### src/rtl/wfrf_pkg.sv
package wfrf_pkg;
  localparam int unsigned WFRF_DEPTH = 32;
  localparam int unsigned WFRF_WIDTH = 32;
  localparam int unsigned WFRF_NRD   = 2;
endpackage

### src/rtl/wfrf_store.sv
module wfrf_store #(
  parameter int unsigned DEPTH = wfrf_pkg::WFRF_DEPTH,
  parameter int unsigned WIDTH = wfrf_pkg::WFRF_WIDTH,
  parameter int unsigned NRD   = wfrf_pkg::WFRF_NRD,
  localparam int unsigned IW   = $clog2(DEPTH)
) (
  input  logic             clk,
  input  logic             rst,
  input  logic             we,
  input  logic [IW-1:0]    widx,
  input  logic [WIDTH-1:0] wdata,
  input  logic [IW-1:0]    ridx  [NRD],
  output logic [WIDTH-1:0] rdata [NRD]
);
  logic [WIDTH-1:0] mem_q [DEPTH];
  logic             wr_live;

  // entry 0 is only ever loaded by reset
  assign wr_live = we && (widx != '0);

  always_ff @(posedge clk) begin
    if (rst) begin
      for (int i = 0; i < DEPTH; i++) mem_q[i] <= '0;
    end else if (wr_live) begin
      mem_q[widx] <= wdata;
    end
  end

  for (genvar p = 0; p < NRD; p++) begin : g_rd
    assign rdata[p] = mem_q[ridx[p]];
  end

  // an accepted write lands in the addressed entry
  p_write_lands_r2: assert property (@(posedge clk) disable iff (rst)
    wr_live |=> mem_q[$past(widx)] == $past(wdata));

  // entry zero never leaves zero
  p_entry0_zero_r3: assert property (@(posedge clk) disable iff (rst)
    we && widx == '0 |=> mem_q[0] == '0);
endmodule

### src/rtl/wfrf_fwd.sv
module wfrf_fwd #(
  parameter int unsigned WIDTH = wfrf_pkg::WFRF_WIDTH,
  parameter int unsigned IW    = 5
) (
  input  logic             we,
  input  logic [IW-1:0]    widx,
  input  logic [WIDTH-1:0] wdata,
  input  logic [IW-1:0]    ridx,
  input  logic [WIDTH-1:0] stored,
  output logic [WIDTH-1:0] rdata
);
  logic hit;

  always_comb begin
    hit = we && (widx != '0) && (ridx == widx);
    if (ridx == '0)  rdata = '0;
    else if (hit)    rdata = wdata;
    else             rdata = stored;
  end
endmodule

### src/rtl/wfrf_top.sv
module wfrf_top #(
  parameter int unsigned DEPTH = wfrf_pkg::WFRF_DEPTH,
  parameter int unsigned WIDTH = wfrf_pkg::WFRF_WIDTH,
  localparam int unsigned IW   = $clog2(DEPTH),
  localparam int unsigned NRD  = 2
) (
  input  logic             clk,
  input  logic             rst,
  input  logic             wr_en,
  input  logic [IW-1:0]    wr_idx,
  input  logic [WIDTH-1:0] wr_data,
  input  logic [IW-1:0]    rd_a_idx,
  output logic [WIDTH-1:0] rd_a_data,
  input  logic [IW-1:0]    rd_b_idx,
  output logic [WIDTH-1:0] rd_b_data
);
  logic [IW-1:0]    rd_idx  [NRD];
  logic [WIDTH-1:0] st_data [NRD];
  logic [WIDTH-1:0] rd_data [NRD];

  assign rd_idx[0] = rd_a_idx;
  assign rd_idx[1] = rd_b_idx;
  assign rd_a_data = rd_data[0];
  assign rd_b_data = rd_data[1];

  wfrf_store #(.DEPTH(DEPTH), .WIDTH(WIDTH), .NRD(NRD)) u_store (
    .clk   (clk),
    .rst   (rst),
    .we    (wr_en),
    .widx  (wr_idx),
    .wdata (wr_data),
    .ridx  (rd_idx),
    .rdata (st_data)
  );

  for (genvar p = 0; p < NRD; p++) begin : g_port
    wfrf_fwd #(.WIDTH(WIDTH), .IW(IW)) u_fwd (
      .we     (wr_en),
      .widx   (wr_idx),
      .wdata  (wr_data),
      .ridx   (rd_idx[p]),
      .stored (st_data[p]),
      .rdata  (rd_data[p])
    );

    // index zero reads zero even under a write to it
    p_zero_read_r3: assert property (@(posedge clk) disable iff (rst)
      rd_idx[p] == '0 |-> rd_data[p] == '0);

    // same-cycle forwarding of a live write
    p_forward_r4: assert property (@(posedge clk) disable iff (rst)
      wr_en && wr_idx != '0 && rd_idx[p] == wr_idx |-> rd_data[p] == wr_data);

    // previous cycle's write is seen when not overwritten now
    p_stored_r2: assert property (@(posedge clk) disable iff (rst)
      $past(wr_en && wr_idx != '0 && !rst) && rd_idx[p] == $past(wr_idx)
      && !(wr_en && wr_idx == rd_idx[p])
      |-> rd_data[p] == $past(wr_data));

    // first cycle out of reset reads zero unless forwarding
    p_reset_zero_r1: assert property (@(posedge clk) disable iff (rst)
      $past(rst) && !(wr_en && wr_idx == rd_idx[p]) |-> rd_data[p] == '0);
  end
endmodule

### config.mk
export PLATFORM = sky130hd
export DESIGN_NAME = wfrf_top
export DESIGN_NICKNAME = d
export VERILOG_FILES = /design/src/rtl/wfrf_pkg.sv /design/src/rtl/wfrf_store.sv /design/src/rtl/wfrf_fwd.sv /design/src/rtl/wfrf_top.sv
export SDC_FILE = /design/constraint.sdc
export NUM_CORES = 2
export LEC_CHECK = 0
export CAP_MARGIN = 20
export CORE_ASPECT_RATIO = 2
export CORE_MARGIN = 5
export CORE_UTILIZATION = 49
export CTS_CLUSTER_DIAMETER = 200
export DETAILED_ROUTE_END_ITERATION = 16
export PLACE_DENSITY = 0.62
export SLEW_MARGIN = 10
export SYNTH_ARGS = -nofsm -noshare
export SYNTH_HDL_FRONTEND = slang
export SYNTH_SLANG_ARGS = --single-unit
### constraint.sdc
create_clock -name clk -period 4.32 [get_ports clk]
set_input_delay 0.864 -clock clk [delete_from_list [all_inputs] [get_ports clk]]
set_output_delay 0.864 -clock clk [all_outputs]
set_load 0.05 [all_outputs]
==> results.md <==
- Die Ht: 487 µm
- Post-DP Area: 61400 µm²
- Port Buffer Count: 113
- Synth top area cells: edfxtp_1 (55%), mux4_2 (14%), and2_1 (11%)
- Crit Path Max Fanout: 11
- Synth async-reset ratio: 0%
- Routability Congestion: 0.913
- Fin. max-slew vios: 0
- 1st-pass router iterations: 6
- Initial Util: 49.2%
- Cells on Worst Hold Path: 2
- Type of origin of the critical path: primary input
- Flops & latches, synth: 1024
- Remaining global-route overflow: 0
- Seq/Total Area, Yosys: 55.1%
- Synth Area in Simple Gates: 13.7%
- Adder-Cell Fraction of Synth Area: 0%
- Mux cell area share after synthesis: 20.6%
- Synth Flop Type: edfxtp_1
- Synth Warn #: 0
- Starting DRT DRC Count: 4636
- Top Registers: u_store.mem_q (1024)
- Synth Area in Compound Gates: 6.55%
- Switching pwr: 6.44 mW
- Most instantiated cells after synthesis: edfxtp_1 (1024), and2_1 (995), mux4_2 (341)
- Post-synth cell types: 61
- Crit path launch: rd_a_idx[4]
- Switch share: 26.5%
- Die area: 121000 µm²
- Worst-Margin Slew: 1.20 ns
- Power Density: 376 nW/µm²
- Status: finished clean
- H-tree depth: 3
- Critical path arrival: 3.44 ns
- Largest family of logic cells by synthesized area: multiplexers
- Vias in the first global route: 39600
- Final nets: 4180
- Sequential fraction of design power: 48.4%
- Post-layout min period: 4.31 ns
- Fmax: 0.232 GHz
- Synthesized area: 55800 µm²
- ANT nets after route: 0
- Post-synth EDFFs: 1024
- Fill count: 9137
- Vias per inst: 6.75
- Int Power: 17.8 mW
- Total GRT Usage: 33.5%
- Via count: 38500
- First-pass GRT wire length: 289 mm
- Clock power share: 35.0%
- Share of layout cells above drive strength 1: 25.9%
- Min-delay src: rst
- Post-Syn Instances: 3939
- Root buf cell: clkbuf_16
- Top-Level Pins: 114
- Core region area: 113000 µm²
- Finished Cell Area: 64500 µm²
- Area delta synth->final: 15.5%
- Row Count: 175
- VDD IR max: 317 µV
- Final-report hold violation count: 0
- Initial antenna violation count: 13
- WL final: 208 mm
- RSZ-0062 raised after global routing: no
- Yosys top cell by area: edfxtp_1
- CTS tree: yes
- Die X: 249 µm
- HP Class: primary input to register
- Largest Register: u_store.mem_q
- Clock Tree Buf Depth: 3
- Largest register FFs: 1024
- Critical Setup Path Class: primary input to primary output
- Worst endpoint required time: 3.46 ns
- Worst Setup End Kind: primary output
- Pleak: 23.1 nW
- Top-area cell type share of the netlist area: 55.1%
- Drt drc: 0
- Final setup fails: 0
- Rel. slew slack: 18.2%
- Maxcap violations: 0
- CTS sink cnt: 1024
- Fin crit share: 99.7%
- Core Util, Final: 56.9%
- Worst Hold Path EP: u_store.mem_q[0][29]$_SDFFCE_PN0P_
- Cell with the most instances after synthesis: edfxtp_1
- Avg Cell Area, Syn: 14.2 µm²
- Combinational share of power: 16.5%
- CTS Buf Count: 92
- Synth Area in XOR/XNOR: 0.157%
- Pin count of the biggest net entering global routing: 38
- Clk slew on worst S/H paths: 0.07 ns
- DPL Wire Length: 134 mm
- CTS Hold Buffers Added: 0
- WL per Instance: 36.4 µm
worst max path at each step:
| stage | end | slack, ns |
|---|---|---|
| 2_1_floorplan | rd_a_data[18] | 0.46 |
| 3_3_place_gp | rd_a_data[24] | -0.21 |
| 3_5_place_dp | rd_a_data[24] | -0.20 |
| 4_1_cts | rd_b_data[15] | 0.006 |
| 5_1_grt | rd_a_data[30] | 0.001 |
| 6_report | rd_a_data[15] | 0.01 |
stage by stage:
stage	setup slack (ns)	std cells	power (mW)	setup TNS (ns)	hold WS, ns
2_1_floorplan	0.463	3970	14.1	0	1.06
3_3_place_gp	-0.208	5535	15.9	-0.714	1.54
3_5_place_dp	-0.202	5535	15.9	-0.322	1.54
4_1_cts	0.00639	5704	24.3	0	0.781
5_1_grt	0.00147	5711	24.9	0	0.802
6_report	0.0129	5713	24.3	0	0.828
what timing repair did:
action | in CTS | in global routing
gates resized for setup | 3 | 11
setup buffers | 0 | 4
endpoints found under the setup margin | 3 | 27
pin swaps | 0 | 2
layout make-up:
class,instances,area (µm²),area share (%)
antenna,4,10.0,0.0155
sequential,1024,30700,47.7
timing repair buffer,485,5410,8.38
clock buffer,114,2490,3.86
tap,1504,1880,2.92
clock inverter,55,513,0.795
inverter,4,15.0,0.0233
multi-input combinational,2523,23400,36.3
worst max-delay path, stage by stage:
cell	delay, ns
buf_2	0.37
or3b_2	0.23
buf_4	0.16
o22ai_1	0.07
a2111oi_0	1.02
a211oi_1	0.12
a21oi_1	0.38
buf_12	0.19
per-layer routing:
layer  share of wire (%)  routed length (µm)  GRT usage (%)
met3                 8.8               18200           6.58
met5               0.017                  35              0
met2                  50              104000           57.4
met4                 7.5               15600           21.4
met1                  34               69800           38.6
cells by family after synthesis:
family,Yosys count
buffers and inverters,423
multiplexers,716
other,1
AND/OR/NAND/NOR,1276
AO/OA/AOI/OAI,489
flip-flops,1024
XOR/XNOR,10
placed cells by master, fill, tap and decap left out, types with 7 or more instances in the layout:
cell             instances
a2111oi_0               18
a211o_1                 11
a211oi_1                11
a21oi_1                 76
a221o_1                 43
a221oi_1                62
a22o_1                  21
a22oi_1                109
a311oi_1                14
a31oi_1                 10
a41oi_1                  9
and2_1                 993
buf_12                 131
buf_4                  306
bufinv_16               10
clkbuf_1                17
clkbuf_16               97
clkdlybuf4s50_1         38
clkinv_1                26
clkinv_2                13
conb_1                  32
edfxtp_1              1024
mux2_2                  74
mux2i_1                301
mux4_2                 341
nand2_1                 55
nand2b_1                23
nor2_1                  40
nor2_4                  35
nor3_1                  39
nor3_2                   7
o21ai_0                 36
o21ai_1                  8
o22ai_1                 40
or2_1                   10
or2_2                   31
xnor2_1                  8
power by group through the flow:
stage | Clock (mW) | Sequential [mW] | Combinational (mW)
floorplan | 0 | 11.8 | 2.21
CTS | 8.55 | 11.7 | 3.96
detailed placement | 0 | 12.0 | 3.94
global placement | 0 | 11.9 | 3.94
finish | 8.50 | 11.8 | 4.02
global route | 8.94 | 11.8 | 4.13
No activity file was read; power rests on OpenSTA's default activity.
